## config.mk

```make
export PLATFORM = sky130hd
export DESIGN_NAME = xlat_cache
export DESIGN_NICKNAME = d
export VERILOG_FILES = /design/src/rtl/xlat_pkg.sv /design/src/rtl/xlat_match.sv /design/src/rtl/xlat_victim.sv /design/src/rtl/xlat_cache.sv
export SDC_FILE = /design/constraint.sdc
export NUM_CORES = 2
export LEC_CHECK = 0
export ABC_AREA = 0
export BUFFER_PORTS_ARGS = -buffer_cell sky130_fd_sc_hd__buf_4
export CAP_MARGIN = 20
export CORE_UTILIZATION = 35
export CTS_CLUSTER_DIAMETER = 30
export DETAILED_ROUTE_END_ITERATION = 10
export SLEW_MARGIN = 0
export SYNTH_ARGS = -nofsm -noshare
export SYNTH_HDL_FRONTEND = slang
export SYNTH_SLANG_ARGS = --single-unit
export TNS_END_PERCENT = 20
```

## constraint.sdc

```tcl
create_clock -name clk -period 6.2 [get_ports clk]
set_input_delay 0 -clock clk [delete_from_list [all_inputs] [get_ports clk]]
set_output_delay 0 -clock clk [all_outputs]
set_load 0.05 [all_outputs]
```

## src/rtl/xlat_pkg.sv

```systemverilog
package xlat_pkg;
  typedef enum logic {ACC_READ = 1'b0, ACC_WRITE = 1'b1} acc_e;
endpackage

```

## src/rtl/xlat_match.sv

```systemverilog
module xlat_match #(
  parameter int N      = 16,
  parameter int ASID_W = 8,
  parameter int VPN_W  = 20
) (
  input  logic              clk,
  input  logic              rst_n,
  input  logic [N-1:0]      ent_valid,
  input  logic [ASID_W-1:0] ent_asid [N],
  input  logic [VPN_W-1:0]  ent_vpn  [N],
  input  logic [ASID_W-1:0] q_asid,
  input  logic [VPN_W-1:0]  q_vpn,
  output logic [N-1:0]      match
);
  for (genvar i = 0; i < N; i++) begin : g_cmp
    assign match[i] = ent_valid[i] && (ent_asid[i] == q_asid) && (ent_vpn[i] == q_vpn);
  end

  AST_SINGLE_MATCH: assert property (@(posedge clk) disable iff (!rst_n)
    $onehot0(match));
endmodule

```

## src/rtl/xlat_victim.sv

```systemverilog
module xlat_victim #(
  parameter int N = 16,
  localparam int IDX_W = $clog2(N)
) (
  input  logic             clk,
  input  logic             rst_n,
  input  logic [N-1:0]     ent_valid,
  input  logic [N-1:0]     ent_wired,
  input  logic [IDX_W-1:0] ptr,
  output logic             free_ok,
  output logic [IDX_W-1:0] free_idx,
  output logic             evict_ok,
  output logic [IDX_W-1:0] evict_idx
);
  logic [IDX_W-1:0] cand;

  always_comb begin
    free_ok  = 1'b0;
    free_idx = '0;
    for (int i = N - 1; i >= 0; i--) begin
      if (!ent_valid[i]) begin
        free_ok  = 1'b1;
        free_idx = IDX_W'(i);
      end
    end
    evict_ok  = 1'b0;
    evict_idx = '0;
    cand      = '0;
    for (int k = N - 1; k >= 0; k--) begin
      cand = ptr + IDX_W'(k);
      if (ent_valid[cand] && !ent_wired[cand]) begin
        evict_ok  = 1'b1;
        evict_idx = cand;
      end
    end
  end

  AST_VICTIM_UNPINNED: assert property (@(posedge clk) disable iff (!rst_n)
    evict_ok |-> !ent_wired[evict_idx]);
  AST_FREE_IS_EMPTY: assert property (@(posedge clk) disable iff (!rst_n)
    free_ok |-> !ent_valid[free_idx]);
endmodule

```

## src/rtl/xlat_cache.sv

```systemverilog
module xlat_cache #(
  parameter int ENTRIES = 16,
  parameter int VPN_W   = 20,
  parameter int ASID_W  = 8,
  parameter int PFN_W   = 20
) (
  input  logic              clk,
  input  logic              rst_n,
  input  logic              lk_valid,
  input  logic [ASID_W-1:0] lk_asid,
  input  logic [VPN_W-1:0]  lk_vpn,
  input  logic              lk_write,
  output logic              lk_hit,
  output logic              lk_miss,
  output logic              lk_fault,
  output logic [PFN_W-1:0]  lk_pfn,
  input  logic              fill_valid,
  output logic              fill_ready,
  input  logic [ASID_W-1:0] fill_asid,
  input  logic [VPN_W-1:0]  fill_vpn,
  input  logic [PFN_W-1:0]  fill_pfn,
  input  logic              fill_writable,
  input  logic              fill_wired,
  output logic              fill_err,
  input  logic              flush_all,
  input  logic              flush_asid_en,
  input  logic [ASID_W-1:0] flush_asid
);
  import xlat_pkg::*;
  localparam int IDX_W = $clog2(ENTRIES);

  logic [ENTRIES-1:0] ent_valid, ent_wired, ent_wr;
  logic [ASID_W-1:0]  ent_asid [ENTRIES];
  logic [VPN_W-1:0]   ent_vpn  [ENTRIES];
  logic [PFN_W-1:0]   ent_pfn  [ENTRIES];
  logic [IDX_W-1:0]   rr_ptr;

  logic [ENTRIES-1:0] lk_match, fill_match;
  logic               free_ok, evict_ok;
  logic [IDX_W-1:0]   free_idx, evict_idx;

  xlat_match #(.N(ENTRIES), .ASID_W(ASID_W), .VPN_W(VPN_W)) u_lk_cam (
    .clk, .rst_n, .ent_valid, .ent_asid, .ent_vpn,
    .q_asid(lk_asid), .q_vpn(lk_vpn), .match(lk_match));

  xlat_match #(.N(ENTRIES), .ASID_W(ASID_W), .VPN_W(VPN_W)) u_fill_cam (
    .clk, .rst_n, .ent_valid, .ent_asid, .ent_vpn,
    .q_asid(fill_asid), .q_vpn(fill_vpn), .match(fill_match));

  xlat_victim #(.N(ENTRIES)) u_victim (
    .clk, .rst_n, .ent_valid, .ent_wired, .ptr(rr_ptr),
    .free_ok, .free_idx, .evict_ok, .evict_idx);

  // Lookup path: one-hot match selects frame and permission.
  acc_e             lk_kind;
  logic             lk_any, sel_wr;
  logic [PFN_W-1:0] sel_pfn;

  always_comb begin
    lk_kind = acc_e'(lk_write);
    lk_any  = |lk_match;
    sel_wr  = |(lk_match & ent_wr);
    sel_pfn = '0;
    for (int i = 0; i < ENTRIES; i++) begin
      if (lk_match[i]) sel_pfn |= ent_pfn[i];
    end
  end

  assign lk_fault = lk_valid && lk_any && (lk_kind == ACC_WRITE) && !sel_wr;
  assign lk_hit   = lk_valid && lk_any && !lk_fault;
  assign lk_miss  = lk_valid && !lk_any;
  assign lk_pfn   = lk_valid ? sel_pfn : '0;

  // Fill path: in-place update, then free slot, then round-robin victim.
  logic             upd_any, tgt_ok, do_evict, fill_fire, flushing;
  logic [IDX_W-1:0] upd_idx, tgt_idx;

  always_comb begin
    upd_any = |fill_match;
    upd_idx = '0;
    for (int i = 0; i < ENTRIES; i++) begin
      if (fill_match[i]) upd_idx = IDX_W'(i);
    end
    do_evict = 1'b0;
    tgt_ok   = 1'b1;
    tgt_idx  = '0;
    if (upd_any)       tgt_idx = upd_idx;
    else if (free_ok)  tgt_idx = free_idx;
    else if (evict_ok) begin
      tgt_idx  = evict_idx;
      do_evict = 1'b1;
    end else           tgt_ok = 1'b0;
  end

  assign flushing   = flush_all || flush_asid_en;
  assign fill_ready = !flushing;
  assign fill_fire  = fill_valid && fill_ready;

  always_ff @(posedge clk) begin
    if (!rst_n) begin
      ent_valid <= '0;
      ent_wired <= '0;
      ent_wr    <= '0;
      rr_ptr    <= '0;
      fill_err  <= 1'b0;
      for (int i = 0; i < ENTRIES; i++) begin
        ent_asid[i] <= '0;
        ent_vpn[i]  <= '0;
        ent_pfn[i]  <= '0;
      end
    end else begin
      fill_err <= 1'b0;
      if (flushing) begin
        for (int i = 0; i < ENTRIES; i++) begin
          if (!ent_wired[i] && (flush_all || ent_asid[i] == flush_asid))
            ent_valid[i] <= 1'b0;
        end
      end else if (fill_fire) begin
        if (tgt_ok) begin
          ent_valid[tgt_idx] <= 1'b1;
          ent_wired[tgt_idx] <= fill_wired;
          ent_wr[tgt_idx]    <= fill_writable;
          ent_asid[tgt_idx]  <= fill_asid;
          ent_vpn[tgt_idx]   <= fill_vpn;
          ent_pfn[tgt_idx]   <= fill_pfn;
          if (do_evict) rr_ptr <= evict_idx + 1'b1;
        end else begin
          fill_err <= 1'b1;
        end
      end
    end
  end

  AST_HIT_NOT_FAULT: assert property (@(posedge clk) disable iff (!rst_n)
    lk_hit |-> !lk_fault);
  AST_MISS_ALONE: assert property (@(posedge clk) disable iff (!rst_n)
    lk_miss |-> (!lk_hit && !lk_fault && lk_pfn == '0));
  AST_ERR_ONLY_PINNED: assert property (@(posedge clk) disable iff (!rst_n)
    fill_err |-> $past(&(ent_valid & ent_wired)));
  AST_ERR_KEEPS_TABLE: assert property (@(posedge clk) disable iff (!rst_n)
    fill_err |-> $stable(ent_valid));
  AST_PINNED_SURVIVE: assert property (@(posedge clk) disable iff (!rst_n)
    flushing |=> ((ent_valid & $past(ent_valid & ent_wired)) == $past(ent_valid & ent_wired)));
  AST_FLUSH_ALL_CLEARS: assert property (@(posedge clk) disable iff (!rst_n)
    flush_all |=> ((ent_valid & ~ent_wired) == '0));
endmodule

```

# [After elaboration in Yosys (flattened, before gate mapping)]
# Memory sizes are Yosys's and may differ from the RTL's.
# Cells that the tools add are included.
[word_totals] mem_bits_rw=320 word_cells=595 inputBits=93 register_bits=501 mem_count=1 out_inout_bits=25
[mem_list] memory="ent_pfn" depth=16 width=20 rd=16 rd_clocked_by_memory_dff=0 write_ports=16 line_no="xlat_cache.sv:35" source="logic [PFN_W-1:0] ent_pfn [ENTRIES];"
[op_classes] reduce_logical=182 n_mux=207 magnitude_cmp=20 addsub=16 n_eq_ne=96 bitwise_logic=21
[op_table] cell="$eq 20x20->1" n=32
[op_table] cell="$eq 8x8->1" n=48
[op_table] cell="$mux 20" n=19
[op_table] cell="$bwmux 320" n=1
[op_table] cell="$or 20x20->20" n=15
[op_table] cell="$mux 4" n=50
[op_table] cell="$bmux 1 s4" n=32
[op_table] cell="$bwmux 128" n=1
[op_table] cell="$logic_and 1x1->1" n=104
[op_table] cell="$mux 1" n=95
[op_table] cell="$lt 4x5->1 const B" n=17
[op_table] cell="$demux 20 s4" n=1
[op_table] cell="$reduce_and 3->1" n=17
[op_table] cell="$mux 16" n=3
[op_table] cell="$reduce_or 16->1" n=3
[op_table] cell="$logic_not 1->1" n=36
[op_table] cell="$add 4x4->4 const B" n=8
[op_table] cell="$bwmux 16" n=2
[op_table] cell="$demux 8 s4" n=1
[op_table] cell="$ne 2x1->1 const B" n=16
[op_table] cell="$reduce_or 20->1" n=1
[op_table] cell="$logic_or 1x1->1" n=17
[op_table] cell="$add 4x3->4 const B" n=4
[op_table] cell="$and 16x16->16" n=1
[op_table] cell="other kinds (13)" n=18

# [Longest topological paths before layout]
[logic_depth] word_depth=35 ltp_mapped=20 depth_no_buf=14

# [Cells and area by module]
# Synthesis repeated with hierarchy kept, for this count alone.
[hier_totals] cells_unflattened=4188 area_unflattened_um2=45703.8
[modules_own_cells] mod="xlat_cache" area_each_um2=32260.9 seq_area_each_um2=19638.8 cells_each=2551 instances=1
[modules_own_cells] mod="xlat_match" area_each_um2=5408.9 seq_area_each_um2=0.0 cells_each=664 instances=2
[modules_own_cells] mod="xlat_victim" area_each_um2=2625.0 seq_area_each_um2=0.0 cells_each=309 instances=1

# [Worst setup path before layout]
# Ideal clock, no wire load.
[synth_path] path_kind="reg2reg" start="register rr_ptr[1]" end="memory ent_pfn[10][0], enable pin" required_time_ps=5825 arrival_ps=4631 synth_period_minus_slack_ps=5006 path_slack_ps=1194 stages_incl_launch_ff=18 setup_time_ps=375 path_buffers=5 cell_sequence="dfxtp_1 -> buf_2 -> inv_1 -> clkbuf_1 -> ha_1 -> buf_2 -> mux4_2 -> a2bb2oi_1 -> o21ai_1 -> a211oi_1 -> o211ai_1 -> a211oi_1 -> o22ai_1 -> a31oi_1 -> buf_4 -> a31oi_2 -> buf_2 -> inv_1"
[synth_rtl] element="start: declaration" line_no="xlat_cache.sv:36" source="logic [IDX_W-1:0] rr_ptr;"
[synth_rtl] element="start signal: assignment" line_no="xlat_cache.sv:126" source="if (do_evict) rr_ptr <= evict_idx + 1'b1;"
[synth_rtl] element="end: declaration" line_no="xlat_cache.sv:35"

==> metrics.md <==
| Metric | Value |
|---|---|
| Status | `complete, no violations` |
| Share of cells above drive strength 1 | `between 15 and 20%` |
| VDD IR max | `0.2770 mV` |
| Die Y | `between 300 and 400 µm` |
| Die ar. | `about 0.13 mm²` |
| Fmax | `0.1769 GHz` |
| Fin util | `42.34%` |
| GRT overflow | `0` |
| Asr flop ratio synth | `0%` |
| Max Cap Viol | `0` |
| Vias | `39,130` |
| Tightest Pin Transition | `1048 ps` |
| Pin count of the biggest net entering global routing | `51` |
| Hold Crit Class | `primary input to flip-flop` |
| Initial antenna violation count | `6` |
| Num CTS Buffers | `roughly 180` |
| Largest cells by area after synthesis | `dfxtp_1, edfxtp_1, xnor2_1, a22o_1, xor2_1` |
| Crit Path Class | `flip-flop to flip-flop` |
| DRT Wirelength | `191,400 µm` |
| WP data required | `6860 ps` |
| Met2 Track Usage GR | `41.44%` |
| Ys Warns | `0` |
| RePlAce Congestion | `about 0.97` |
| Core area | `0.1315 mm²` |
| Leakage | `20.47 nW` |
| Vias per Instance | `between 6 and 7` |
| # H-tree levels | `4` |
| Nets@finish | `between 4,000 and 5,000` |
| Grt met3 use | `under 10%` |
| Post-Syn Area | `0.04634 mm²` |
| Syn Nets | `between 4,000 and 5,000` |
| Vias in the first global route | `roughly 38,000` |
| GR met1 Demand/Resource | `between 30% and 40%` |
| Setup violators final | `0` |
| Gr usage total | `27.71%` |
| Clock insertion delay at the later pin of the skew report | `about 800 ps` |
| Crit-path max FO | `35` |
| Post-synth EDFFs | `320` |
| Reg clk slew, reported paths | `40 ps` |
| Power density cells | `308.0 mW/mm²` |
| Fin. Hold Viols | `0` |
| Synth Register Bits | `821` |
| First-pass GRT wire length | `272,700 µm` |
| Mean area per synthesized cell | `10.54 µm²` |
| Post-CTS Resized | `0` |
| Post-synth top area cell | `dfxtp_1` |
| Num rows | `approximately 130` |
| DP Wirelength | `115,400 µm` |
| Post-route DRC violation count | `0` |
| Number of antenna repair diodes | `0` |
| Post-route ant nets | `0` |
| Total power | `0.01715 W` |
| Synth top area share | `a little over a fifth` |
| Area of the multi-input gates | `0.02454 mm²` |
| RSZ-0062 raised after global routing | `false` |
| Drt initial violations | `4,612` |
| Worst slew margin | `29.37%` |
| Area Growth Syn to Fin | `20.11%` |
| Number of distinct library cells after synthesis | `98` |
| Setup TNS | `0 ps` |
| IO buf count | `117` |
| Initial Util | `35.25%` |
| Die Width | `365.9 µm` |
| Post-layout minimum cycle time | `5652 ps` |
| Final Max Slew Viols | `0` |
| Post-CTS Setup Inserts | `0` |
| Routed length per instance | `29.98 µm` |
| Max Root-Sink Buffers | `3` |
| CP startpoint kind | `flip-flop` |
| CP endpoint kind | `flip-flop` |
| Ys flop type | `dfxtp_1` |
| Drt first pass iters | `8` |
| Ratio of final minimum period to clock period | `91.17%` |
| Syn Inst Count | `between 4,000 and 5,000` |
| TritonCTS Sinks | `821` |
| Seq/Total Area, Yosys | `42.38%` |
| Arr. time, crit path | `6310 ps` |
| FF/Latch Area | `0.01964 mm²` |
| CTS tree | `yes` |
| Fill count | `12,430` |
| Clock Skew | `around 48 ps` |
| Io pins | `between 100 and 150` |
| CTS Root Cell | `clkbuf_16` |
| Most Used Layer, Global Route | `met2` |
## cell families after synthesis
kind of cell / count (synthesis) / synth area share, %
AO/OA/AOI/OAI: 889 / 16.38
XOR/XNOR: 1029 / 19.48
adder cells (fa/ha/maj): 8 / 0.2160
buffers and inverters: 473 / 5.143
flip-flops: 821 / 42.38
multiplexers: 39 / 1.291
AND/OR/NAND/NOR: 1136 / 15.12
## stage by stage
| step | worst slack, ps | area [µm²] | instances | hold WS [ps] |
|---|---|---|---|---|
| 6_report | 547.7 | 55660 | 6384 | 118.6 |
| 5_1_grt | 221.9 | 55660 | 6384 | 91.24 |
| 4_1_cts | 695.1 | 55660 | 6384 | 39.33 |
| 3_5_place_dp | 682.6 | 48670 | 5992 | 398.4 |
| 3_3_place_gp | 756.6 | 48670 | 5992 | 392.0 |
| 2_1_floorplan | 1194 | 46340 | 4395 | 198.2 |
## placed cells by master, fill, tap and decap left out, types with 19 or more instances in the layout
cell type / synthesis / layout
xnor2_1: 557 / 557
a22o_1: 540 / 540
dfxtp_1: 501 / 501
xor2_1: 470 / 470
and2_1: 327 / 327
edfxtp_1: 320 / 320
buf_4: 25 / 265
nand4_1: 230 / 230
clkbuf_16: 0 / 185
nor4_1: 174 / 158
nand2_1: 71 / 71
a221oi_1: 65 / 65
nand3_1: 56 / 56
dlygate4sd3_1: 0 / 54
a31oi_1: 49 / 48
nor2_1: 46 / 46
inv_1: 40 / 39
nor3_1: 37 / 37
a22oi_1: 34 / 34
a21oi_1: 33 / 33
clkinv_2: 0 / 28
bufinv_16: 0 / 28
o21ai_0: 27 / 27
nand2b_1: 25 / 25
clkbuf_1: 182 / 25
nor2b_1: 21 / 21
clkbuf_8: 0 / 20
and3_1: 19 / 19
## critical path: stages (launching register included)
cell       delay [ps]
dfxtp_1           300
buf_4             240
ha_1              360
xnor2_1           740
o2111ai_1         280
a41oi_1           350
nor2_1            210
nor4_1            560
nand4_2           380
nand2_1           160
nor2_1            120
o2bb2ai_4         210
nor3_4            850
buf_4             550
and2_1            200
## final timing paths
path,from,slack [ps],endpoint,cells past startpoint
setup / recovery,rr_ptr[1]$_SDFFE_PN0P_,550,ent_pfn[14][7]$_SDFFCE_PN0P_,14
setup reg to reg,rr_ptr[1]$_SDFFE_PN0P_,550,ent_pfn[14][7]$_SDFFCE_PN0P_,14
hold reg to reg,ent_wr[9]$_SDFFE_PN0P_,480,ent_wr[9]$_SDFFE_PN0P_,1
hold / removal,flush_asid[1],120,ent_valid[10]$_SDFFE_PN0P_,5
## cell usage after synthesis (13+ instances only)
cell type / count
and3_1: 19
nand4_1: 230
a221oi_1: 65
dfxtp_1: 501
xnor2_1: 557
and2_1: 327
nor2_1: 46
xor2_1: 470
buf_4: 25
a31oi_1: 49
clkbuf_1: 182
and4_1: 19
buf_2: 162
nand3b_1: 16
inv_1: 40
a22o_1: 540
buf_6: 40
nand3_1: 56
edfxtp_1: 320
nand2_1: 71
a21oi_1: 33
nor4_1: 174
nor3_1: 37
o21ai_0: 27
buf_1: 20
nor2b_1: 21
mux4_2: 15
a22oi_1: 34
nand2b_1: 25
mux2i_1: 14
or2_2: 13
## registers in the layout, indices dropped and copies added, names as in the netlist
register / cells
ent_asid: 128
ent_pfn: 320
ent_valid: 16
ent_vpn: 320
ent_wired: 16
ent_wr: 16
fill_err: 1
rr_ptr: 4
## report_power, final
part	switching (W)	internal [W]	total [W]
combinational	0.000881	0.000348	0.00123
clock	0.00329	0.00685	0.0101
sequential	0.0000492	0.00573	0.00578
total	0.00422	0.0129	0.0171
## layout make-up
type / instances / share of cell area (%)
clock inverter: 108 / 2.614
tap: 1755 / 3.945
sequential: 821 / 35.28
inverter: 43 / 0.2900
timing repair buffer: 326 / 4.797
clock buffer: 230 / 8.980
multi-input combinational: 3101 / 44.09
## routing by layer
| metal | routed length (µm) | up-vias |
|---|---|---|
| met5 | 22 | - |
| met4 | 10920 | 4 |
| met3 | 21910 | 606 |
| met2 | 81560 | 2577 |
| met1 | 76970 | 19460 |
| li1 | - | 16480 |
## repair_timing
action | 4_1_cts | 5_1_grt
hold buffers | 54 | 0
setup endpoints to repair | 0 | 0
hold endpoints to repair | 746 | 0
No activity file was read; power rests on OpenSTA's default activity.
